### src/rtl/cbpd_pkg.sv
package cbpd_pkg;
  localparam logic [7:0] OP_FINISH = 8'd1;
  localparam logic [7:0] OP_WREG   = 8'd2;
  localparam logic [7:0] OP_LAUNCH = 8'd8;
  localparam logic [7:0] OP_LAST   = 8'd9;

  typedef struct packed {
    logic [7:0]  opcode;
    logic [31:0] inl;
    logic [12:0] nwords;
    logic        bad;
  } hdr_t;
endpackage

### src/rtl/cbpd_hdr_chk.sv
module cbpd_hdr_chk
  import cbpd_pkg::*;
#(
  parameter int MAX_WORDS = 8
) (
  input  logic [63:0] word_i,
  output hdr_t        hdr_o
);
  logic [13:0] cnt;
  logic        bad_op, bad_len, bad_args;

  assign cnt      = word_i[29:16];
  assign bad_op   = (word_i[15:8] == 8'd0) || (word_i[15:8] > OP_LAST);
  assign bad_len  = cnt[0] || (cnt[13:1] > 13'(MAX_WORDS));
  assign bad_args = (word_i[15:8] == OP_LAUNCH) &&
                    (cnt[13:1] != 13'(word_i[42:40]) + 13'd1);

  always_comb begin
    hdr_o.opcode = word_i[15:8];
    hdr_o.inl    = word_i[63:32];
    hdr_o.nwords = cnt[13:1];
    hdr_o.bad    = (word_i[31:30] != 2'b11) || (word_i[7:0] != 8'd0) ||
                   bad_op || bad_len || bad_args;
  end
endmodule

### src/rtl/cbpd_regfile.sv
module cbpd_regfile #(
  parameter int NUM_REGS = 40,
  localparam int RIDX_W = $clog2(NUM_REGS)
) (
  input  logic              clk_i,
  input  logic              rst_ni,
  input  logic              we_i,
  input  logic [31:0]       waddr_i,
  input  logic [63:0]       wdata_i,
  input  logic [RIDX_W-1:0] raddr_i,
  output logic [63:0]       rdata_o
);
  logic [63:0] mem_q [NUM_REGS];
  logic        w_in_range, r_in_range;

  assign w_in_range = waddr_i < 32'(NUM_REGS);
  assign r_in_range = {1'b0, raddr_i} < (RIDX_W+1)'(NUM_REGS);
  assign rdata_o    = r_in_range ? mem_q[raddr_i] : 64'd0;

  always_ff @(posedge clk_i or negedge rst_ni) begin
    if (!rst_ni) begin
      for (int i = 0; i < NUM_REGS; i++) mem_q[i] <= 64'd0;
    end else if (we_i && w_in_range) begin
      mem_q[waddr_i[RIDX_W-1:0]] <= wdata_i;
    end
  end

  // an in-range write is visible on the read port next cycle
  a_r6_write_visible: assert property (@(posedge clk_i) disable iff (!rst_ni)
    (we_i && w_in_range && (waddr_i == 32'(raddr_i))) |=>
    ((raddr_i != $past(raddr_i)) || (rdata_o == $past(wdata_i))));
endmodule

### src/rtl/cbpd_decoder.sv
module cbpd_decoder
  import cbpd_pkg::*;
#(
  parameter int MAX_WORDS = 8,
  parameter int NUM_REGS  = 40,
  localparam int CNT_W  = $clog2(MAX_WORDS + 1),
  localparam int RIDX_W = $clog2(NUM_REGS)
) (
  input  logic                   clk_i,
  input  logic                   rst_ni,
  input  logic [63:0]            word_i,
  input  logic                   word_valid_i,
  output logic                   word_ready_o,
  output logic                   cmd_valid_o,
  input  logic                   cmd_ready_i,
  input  logic                   cmd_done_i,
  output logic [7:0]             cmd_opcode_o,
  output logic [31:0]            cmd_inline_o,
  output logic [CNT_W-1:0]       cmd_nwords_o,
  output logic [MAX_WORDS*64-1:0] cmd_payload_o,
  output logic                   finish_o,
  output logic                   err_o,
  input  logic [RIDX_W-1:0]      rf_raddr_i,
  output logic [63:0]            rf_rdata_o
);
  localparam int IDX_W = (MAX_WORDS > 1) ? $clog2(MAX_WORDS) : 1;

  typedef enum logic [2:0] {ST_HDR, ST_PAY, ST_SKIP, ST_EXEC, ST_WAIT} st_e;

  st_e              state_q, state_d;
  logic [7:0]       op_q, op_d;
  logic [31:0]      inl_q, inl_d;
  logic [CNT_W-1:0] nw_q, nw_d, idx_q, idx_d;
  logic [12:0]      left_q, left_d;
  logic             err_q, err_d;
  logic [63:0]      pay_q [MAX_WORDS];
  logic             acc, local_op, rf_we;
  hdr_t             hdr;

  cbpd_hdr_chk #(.MAX_WORDS(MAX_WORDS)) u_hdr (.word_i(word_i), .hdr_o(hdr));

  assign word_ready_o = (state_q == ST_HDR) || (state_q == ST_PAY) || (state_q == ST_SKIP);
  assign acc          = word_valid_i && word_ready_o;
  assign local_op     = (op_q == OP_FINISH) || (op_q == OP_WREG);
  assign cmd_valid_o  = (state_q == ST_EXEC) && !local_op;
  assign finish_o     = (state_q == ST_EXEC) && (op_q == OP_FINISH);
  assign rf_we        = (state_q == ST_EXEC) && (op_q == OP_WREG) && (nw_q != '0);
  assign err_o        = err_q;
  assign cmd_opcode_o = op_q;
  assign cmd_inline_o = inl_q;
  assign cmd_nwords_o = nw_q;

  for (genvar g = 0; g < MAX_WORDS; g++) begin : g_pay
    assign cmd_payload_o[g*64 +: 64] = pay_q[g];
  end

  always_comb begin
    state_d = state_q;
    op_d    = op_q;
    inl_d   = inl_q;
    nw_d    = nw_q;
    idx_d   = idx_q;
    left_d  = left_q;
    err_d   = 1'b0;
    unique case (state_q)
      ST_HDR: if (acc) begin
        if (hdr.bad) begin
          err_d   = 1'b1;
          left_d  = hdr.nwords;
          state_d = (hdr.nwords != 13'd0) ? ST_SKIP : ST_HDR;
        end else begin
          op_d    = hdr.opcode;
          inl_d   = hdr.inl;
          nw_d    = CNT_W'(hdr.nwords);
          idx_d   = '0;
          state_d = (hdr.nwords != 13'd0) ? ST_PAY : ST_EXEC;
        end
      end
      ST_PAY: if (acc) begin
        idx_d = idx_q + 1'b1;
        if (idx_d == nw_q) state_d = ST_EXEC;
      end
      ST_SKIP: if (acc) begin
        left_d = left_q - 13'd1;
        if (left_q == 13'd1) state_d = ST_HDR;
      end
      ST_EXEC: begin
        if (local_op)         state_d = ST_HDR;
        else if (cmd_ready_i) state_d = ST_WAIT;
      end
      ST_WAIT: if (cmd_done_i) state_d = ST_HDR;
      default: state_d = ST_HDR;
    endcase
  end

  always_ff @(posedge clk_i or negedge rst_ni) begin
    if (!rst_ni) begin
      state_q <= ST_HDR;
      op_q    <= '0;
      inl_q   <= '0;
      nw_q    <= '0;
      idx_q   <= '0;
      left_q  <= '0;
      err_q   <= 1'b0;
      for (int i = 0; i < MAX_WORDS; i++) pay_q[i] <= 64'd0;
    end else begin
      state_q <= state_d;
      op_q    <= op_d;
      inl_q   <= inl_d;
      nw_q    <= nw_d;
      idx_q   <= idx_d;
      left_q  <= left_d;
      err_q   <= err_d;
      if (state_q == ST_PAY && acc) pay_q[idx_q[IDX_W-1:0]] <= word_i;
    end
  end

  cbpd_regfile #(.NUM_REGS(NUM_REGS)) u_rf (
    .clk_i(clk_i), .rst_ni(rst_ni), .we_i(rf_we), .waddr_i(inl_q),
    .wdata_i(pay_q[0]), .raddr_i(rf_raddr_i), .rdata_o(rf_rdata_o));

  a_r8_hold_record: assert property (@(posedge clk_i) disable iff (!rst_ni)
    (cmd_valid_o && !cmd_ready_i) |=>
    (cmd_valid_o && $stable(cmd_opcode_o) && $stable(cmd_inline_o) && $stable(cmd_payload_o)));
  a_r8_stall_until_done: assert property (@(posedge clk_i) disable iff (!rst_ni)
    (cmd_valid_o && cmd_ready_i) |=> !word_ready_o);
  a_r9_no_overlap: assert property (@(posedge clk_i) disable iff (!rst_ni)
    !(cmd_valid_o && word_ready_o));
  a_r7_single_pulse: assert property (@(posedge clk_i) disable iff (!rst_ni)
    finish_o |=> !finish_o);
  a_r3_err_no_cmd: assert property (@(posedge clk_i) disable iff (!rst_ni)
    err_o |-> !cmd_valid_o);
  a_r4_word_cap: assert property (@(posedge clk_i) disable iff (!rst_ni)
    cmd_valid_o |-> (cmd_nwords_o <= CNT_W'(MAX_WORDS)));
endmodule

### config.mk
export PLATFORM = sky130hd
export DESIGN_NAME = cbpd_decoder
export DESIGN_NICKNAME = d
export VERILOG_FILES = /design/src/rtl/cbpd_pkg.sv /design/src/rtl/cbpd_hdr_chk.sv /design/src/rtl/cbpd_regfile.sv /design/src/rtl/cbpd_decoder.sv
export SDC_FILE = /design/constraint.sdc
export NUM_CORES = 2
export LEC_CHECK = 0
export BUFFER_PORTS_ARGS = -buffer_cell sky130_fd_sc_hd__buf_2
export CORE_MARGIN = 5
export CORE_UTILIZATION = 64
export CTS_BUF_LIST = sky130_fd_sc_hd__clkbuf_4
export CTS_CLUSTER_SIZE = 12
export DETAILED_ROUTE_END_ITERATION = 8
export HOLD_SLACK_MARGIN = 0.15
export PLACE_DENSITY = 0.83
export SLEW_MARGIN = 20
export SYNTH_ARGS = -nofsm -noshare
export SYNTH_HDL_FRONTEND = slang
export SYNTH_SLANG_ARGS = --single-unit
### constraint.sdc
create_clock -name clk_i -period 4.3 [get_ports clk_i]
set_clock_uncertainty 0.05 [all_clocks]
set_input_delay 0.645 -clock clk_i [delete_from_list [all_inputs] [get_ports clk_i]]
set_output_delay 0.645 -clock clk_i [all_outputs]
set_load 0.005 [all_outputs]
---- Word level (Yosys, flattened, before mapping) ----
Index checks and enable logic that the tools add are counted.
word-level totals
  flip-flop bits (word level) ............. 3137
  input port bits ......................... 75
  output and inout bits ................... 624
  logic and storage cells ................. 155
operators by class
  add/subtract/negate cells ............... 3
  order comparisons ....................... 9
  eq/ne operators ......................... 20
  multiplexer cells ....................... 33
  bitwise gates (word level) .............. 4
  reduce and logical (&&, ||, !) cells .... 31
operator list
  operator                                                      count
  bitwise mux 2560 bit                                          1
  bitwise mux 512 bit                                           1
  binary-select mux 64 bit (select 6 bit)                       1
  demux 64 bit (select 6 bit)                                   1
  2-to-1 mux 64 bit                                             5
  demux 64 bit (select 3 bit)                                   1
  2-to-1 mux 13 bit                                             3
  less-than comparator 32 x 6 -> 1 bit (second input constant)  1
  one-hot mux 13 bit (2 select lines)                           1
  2-to-1 mux 3 bit                                              8
  one-hot mux 3 bit (5 select lines)                            1
  greater-or-equal comparator 7 bit (second input constant)     2
  inequality test 2 bit (second input constant)                 7
  inverter 6 -> 7 bit                                           2
  equality test 13 x 1 -> 1 bit (second input constant)         1
  > comparator 13 x 4 -> 1 bit (second input constant)          1
  inequality test 13 bit                                        1
  nonzero test 13 bit                                           1
  subtractor 13 x 1 -> 13 bit (second input constant)           1
  2-to-1 mux 4 bit                                              3
  logical AND 1 bit                                             10
  logical OR 1 bit                                              9
  equality test 8 x 1 -> 1 bit (second input constant)          1
  equality test 8 x 2 -> 1 bit (second input constant)          1
  28 further kinds                                              36

---- Logic depth before layout (Yosys ltp) ----
  depth after elaboration ................. 8
  mapped depth ............................ 9
  mapped depth without buffers ............ 8

---- By module ----
From an unflattened synthesis, not the netlist that was laid out.
second synthesis, totals
  cells, all modules ...................... 8829
  area, all modules ....................... 139630.2 um^2
modules (own cells, without submodules)
  module        times used  cells an instance  area an instance (um^2)
  cbpd_regfile  1           7396               116832.1
  cbpd_decoder  1           1356               22233.8
  cbpd_hdr_chk  1           77                 564.3

---- Worst setup path after synthesis ----
No wires, ideal clock.
  path type ............................... input -> output
  from .................................... in rf_raddr_i[0]
  to ...................................... out rf_rdata_o[14]
  arrival ................................. 2.817 ns
  slack ................................... 0.788 ns
  stages .................................. 7
  path through ............................ buf_2 clkbuf_1 buf_1 mux4_2 mux4_2 a22oi_1 o21ai_0
on the way
  longest elaborated chain between the ends .. 5
  elaborated cells between the ends (all ways) .. 6
  those cells by class .................... order compare (1); mux (4); bitwise (1)
ends and longest elaborated chain
  item                                                  RTL line            RTL
  start: declaration                                    cbpd_decoder.sv:23  input logic [RIDX_W-1:0] rf_raddr_i,
  inverter 6 -> 7 bit (implied by the code)             cbpd_regfile.sv:18  assign rdata_o = r_in_range ? mem_q[raddr_i] : 64'd0;
  binary-select mux 64 bit (select 6 bit)               cbpd_regfile.sv:18
  2-to-1 mux 64 bit (implied by the code) (2 in a row)  cbpd_regfile.sv:18
  2-to-1 mux 64 bit (*)                                 cbpd_regfile.sv:18
  end: declaration                                      cbpd_decoder.sv:24  output logic [63:0] rf_rdata_o
Mark *: on every way between the ends. The rest lies on a longest branch, timed or not. The select of a mux whose other input is x is not followed.

---- Worst setup path in the final report ----
  from .................................... reg u_rf.mem_q[1377] in the netlist's numbering
  to ...................................... out rf_rdata_o[33]
on the way
  longest elaborated chain between the ends .. 4
ends and longest elaborated chain
  item                                                  RTL line            RTL
  start: declaration                                    cbpd_regfile.sv:13  logic [63:0] mem_q [NUM_REGS];
  start signal: indexed assignment                      cbpd_regfile.sv:24  mem_q[waddr_i[RIDX_W-1:0]] <= wdata_i;
  binary-select mux 64 bit (select 6 bit)               cbpd_regfile.sv:18
  2-to-1 mux 64 bit (implied by the code) (2 in a row)  cbpd_regfile.sv:18
  2-to-1 mux 64 bit                                     cbpd_regfile.sv:18
Every way passes these cells. The select of a mux whose other input is x is not followed.

==> flow_summary_export.csv <==
group,metric,value,unit
run_status,status,"complete, no violations",
floorplanning,fp.dieArea,229000,sq um
synthesis,ys_seq_elements,3137,
detailed_routing,avgViaCountPerCell,6.61,
place,post_dp_cell_area,148000,sq um
finish,fin_util,73.0,%
synthesis,ys.flop_type,"dfrtp_1",
synthesis,avgSynthCellArea,16.5,sq um
clocking,htree_num_levels,6,
floorplanning,io-pin-count,699,
global_routing,grt_usage,36.3,%
synthesis,netlist-cell-type-count,67,
floorplanning,die_height,478,um
setup_path,cp_max_fo,2,
sta,finalSetupViolations,0,
sta,worstMarginPinSlew,1.13,ns
sta,fin_crit_sh,98.3,%
synthesis,netlist_area,140000,sq um
finish,final_cells,13100,
setup_path,crit_required,3.61,ns
sta,drv_slew,0,
hold_path,hold_path_class,"in -> reg",
clocking,clk_latency,1.48,ns
finish,areaGrowthSynthToFinish,13.3,%
finish,drive_gt1_share,56.9,%
synthesis,yosysSeqAreaShare,56.0,%
place,place_congestion,0.860,
detailed_routing,avgRoutedWirePerCell,31.8,um
sta,slew_headroom,24.7,%
sta,whs,0.275,ns
finish,final_common_cell,"dfrtp_1",
floorplanning,die_x,478,um
synthesis,synth_fp_nets,8562,
detailed_routing,drc_errors,0,
clocking,numClockSinks,3137,
finish,layout_common_cells,"dfrtp_1 (3,124), mux2_2 (2,335), clkbuf_4 (1,093)",
global_routing,antenna_found_initial,30,
clocking,cts_root_buf,"clkbuf_4",
power,p_leak,83.5,nW
place,hpwl,247000,um
synthesis,synth-async-reset-ratio,100,%
detailed_routing,drtIter0Drc,8217,
finish,layout.nets,9769,
detailed_routing,ant_nets,0,
global_routing,grt-ovfl-total,0,
detailed_routing,first_pass_iters,6,
clocking,clkTransAtPathRegs,0.08,ns
sta,period_needed,4.23,ns
sta,hold_viol_final,0,
global_routing,grt_pass1_vias,93200,
power,power_density,396,nW/um^2
flow_run,maxCapViolCount,0,
power,vdd_drop_max,0.390,mV
setup_path,start_kind,"flip-flop",
clocking,cts_tree,"yes",
clocking,cts.path.max_buffers,4,
detailed_routing,drt_wl_total,415000,um
floorplanning,rows,171,
place,io_buffer_count,698,
floorplanning,core-area,218000,sq um
global_routing,grt_pass1_wl,617000,um
floorplanning,initial_utilization,64.5,%
setup_path,path_class,"reg -> out",
finish,nFillCells,13100,
synthesis,synth_warnings,0,
setup_path,endpoint_kind,"output pin",
sta,clock.fmax,236,MHz
synthesis,synth_edf_count,0,
finish,stdcell_area,159000,sq um
detailed_routing,dr_total_vias,86400,
clocking,cts_made_buffers,789,
global_routing,grt_max_degree,177,
synthesis,syn_inst,8483,
setup_path,worst_ep_arrival_time,3.53,ns
place,placedCellCount,11600,
==> through the flow <==
step,power (mW),setup WS [ns],setup TNS [ns]
global route,65.4,-0.0122,-0.0340
finish,62.9,0.0712,0
floorplan,35.4,0.788,0
global placement,38.7,0.0513,0
detailed placement,39.0,-0.0260,-0.164
CTS,63.1,-0.00164,-0.00164
==> final cells by class <==
class                   count  area [sq um]  share of cell area [%]
multi-input cells        4530         57900                    36.4
flip-flops and latches   3137         78500                    49.4
clock inverters           194          1000                   0.629
well taps                2854          3570                    2.25
inverters                   5          18.8                  0.0118
clock buffers            1093          8210                    5.16
repair buffers           1227          9630                    6.06
diodes                     26          65.1                  0.0410
==> repair_timing <==
| item | in CTS | in global routing |
|---|---|---|
| pin swaps | 0 | 0 |
| hold buffers | 127 | 0 |
| endpoints found under the setup margin | 16 | 2 |
| setup buffers | 0 | 0 |
| resized for setup | 23 | 3 |
| endpoints found under the hold margin | 3649 | 0 |
==> critical path, cell delays in order (launching register included) <==
cell and delay [ns]:
dfrtp_1 0.40, mux4_2 0.47, mux4_2 0.47, a22oi_1 0.29, o21ai_1 0.24, buf_2 0.21
==> where the power goes <==
part,switching [mW],internal (mW),total [mW]
logic,4.93,2.25,7.18
registers,1.32,30.2,31.6
clock network,12.1,12.0,24.1
total,18.4,44.5,62.9
==> cells by family (layout without fill, tap and decap cells) <==
group           count (synthesis)  in the layout  synth area share, %
mux                          3984           3984                 38.5
flops                        3137           3137                 56.0
buf+inv                       816           2519                 2.98
simple gates                  267            267                 1.20
compound gates                263            263                 1.26
xor+xnor                       12             12               0.0749
fa+ha+maj                       4              4               0.0357
other cells                     0             26                    0
==> per-layer routing <==
layer  share of wire [%]  track usage (%)  routed length, um  up-vias
met5               0.012                0                 51        -
met1                  37             47.1             156000    46100
li1                    -                -                  -    34400
met3                 9.5             10.3              39600     1216
met2                  47             56.3             194000     4635
met4                 6.2             19.6              25600        8
==> registers in the layout, indices dropped and copies added (netlist names) <==
register       cells
state_q            3
cmd_payload_o    512
idx_q              4
err_o              1
left_q            13
cmd_inline_o      32
cmd_nwords_o       4
u_rf.mem_q      2560
cmd_opcode_o       8
==> cell usage after synthesis (all sizes together), types with 10 or more instances <==
cell type	number	area share, %
a22oi	27	0.14
a211oi	39	0.21
nor4	15	0.087
nor2	59	0.16
a21oi	50	0.18
dfrtp	3137	56
clkbuf	406	1.1
mux2i	182	1.3
a211o	39	0.24
nor2b	41	0.18
o21ai	38	0.14
and3	10	0.045
o22ai	39	0.17
buf	405	1.9
mux2	3112	26
nand3	17	0.061
mux4	690	11
nand2	68	0.37
nor3	12	0.050
==> worst paths after layout <==
path,start,to,slack [ns],cells past startpoint
worst max-delay path,u_rf.mem_q[1377]$_DFFE_PN0P_,rf_rdata_o[33],0.07,5
worst min-delay path,word_i[55],cmd_payload_o[439]$_DFFE_PN0P_,0.27,3
worst max register to register,cmd_inline_o[30]$_DFFE_PN0P_,u_rf.mem_q[1720]$_DFFE_PN0P_,0.62,10
worst min register to register,u_rf.mem_q[1862]$_DFFE_PN0P_,u_rf.mem_q[1862]$_DFFE_PN0P_,0.44,1
max in group asynchronous,rst_ni,cmd_payload_o[35]$_DFFE_PN0P_,2.22,6
min in group asynchronous,rst_ni,u_rf.mem_q[380]$_DFFE_PN0P_,0.63,4
(Power assumes the default switching activity.)
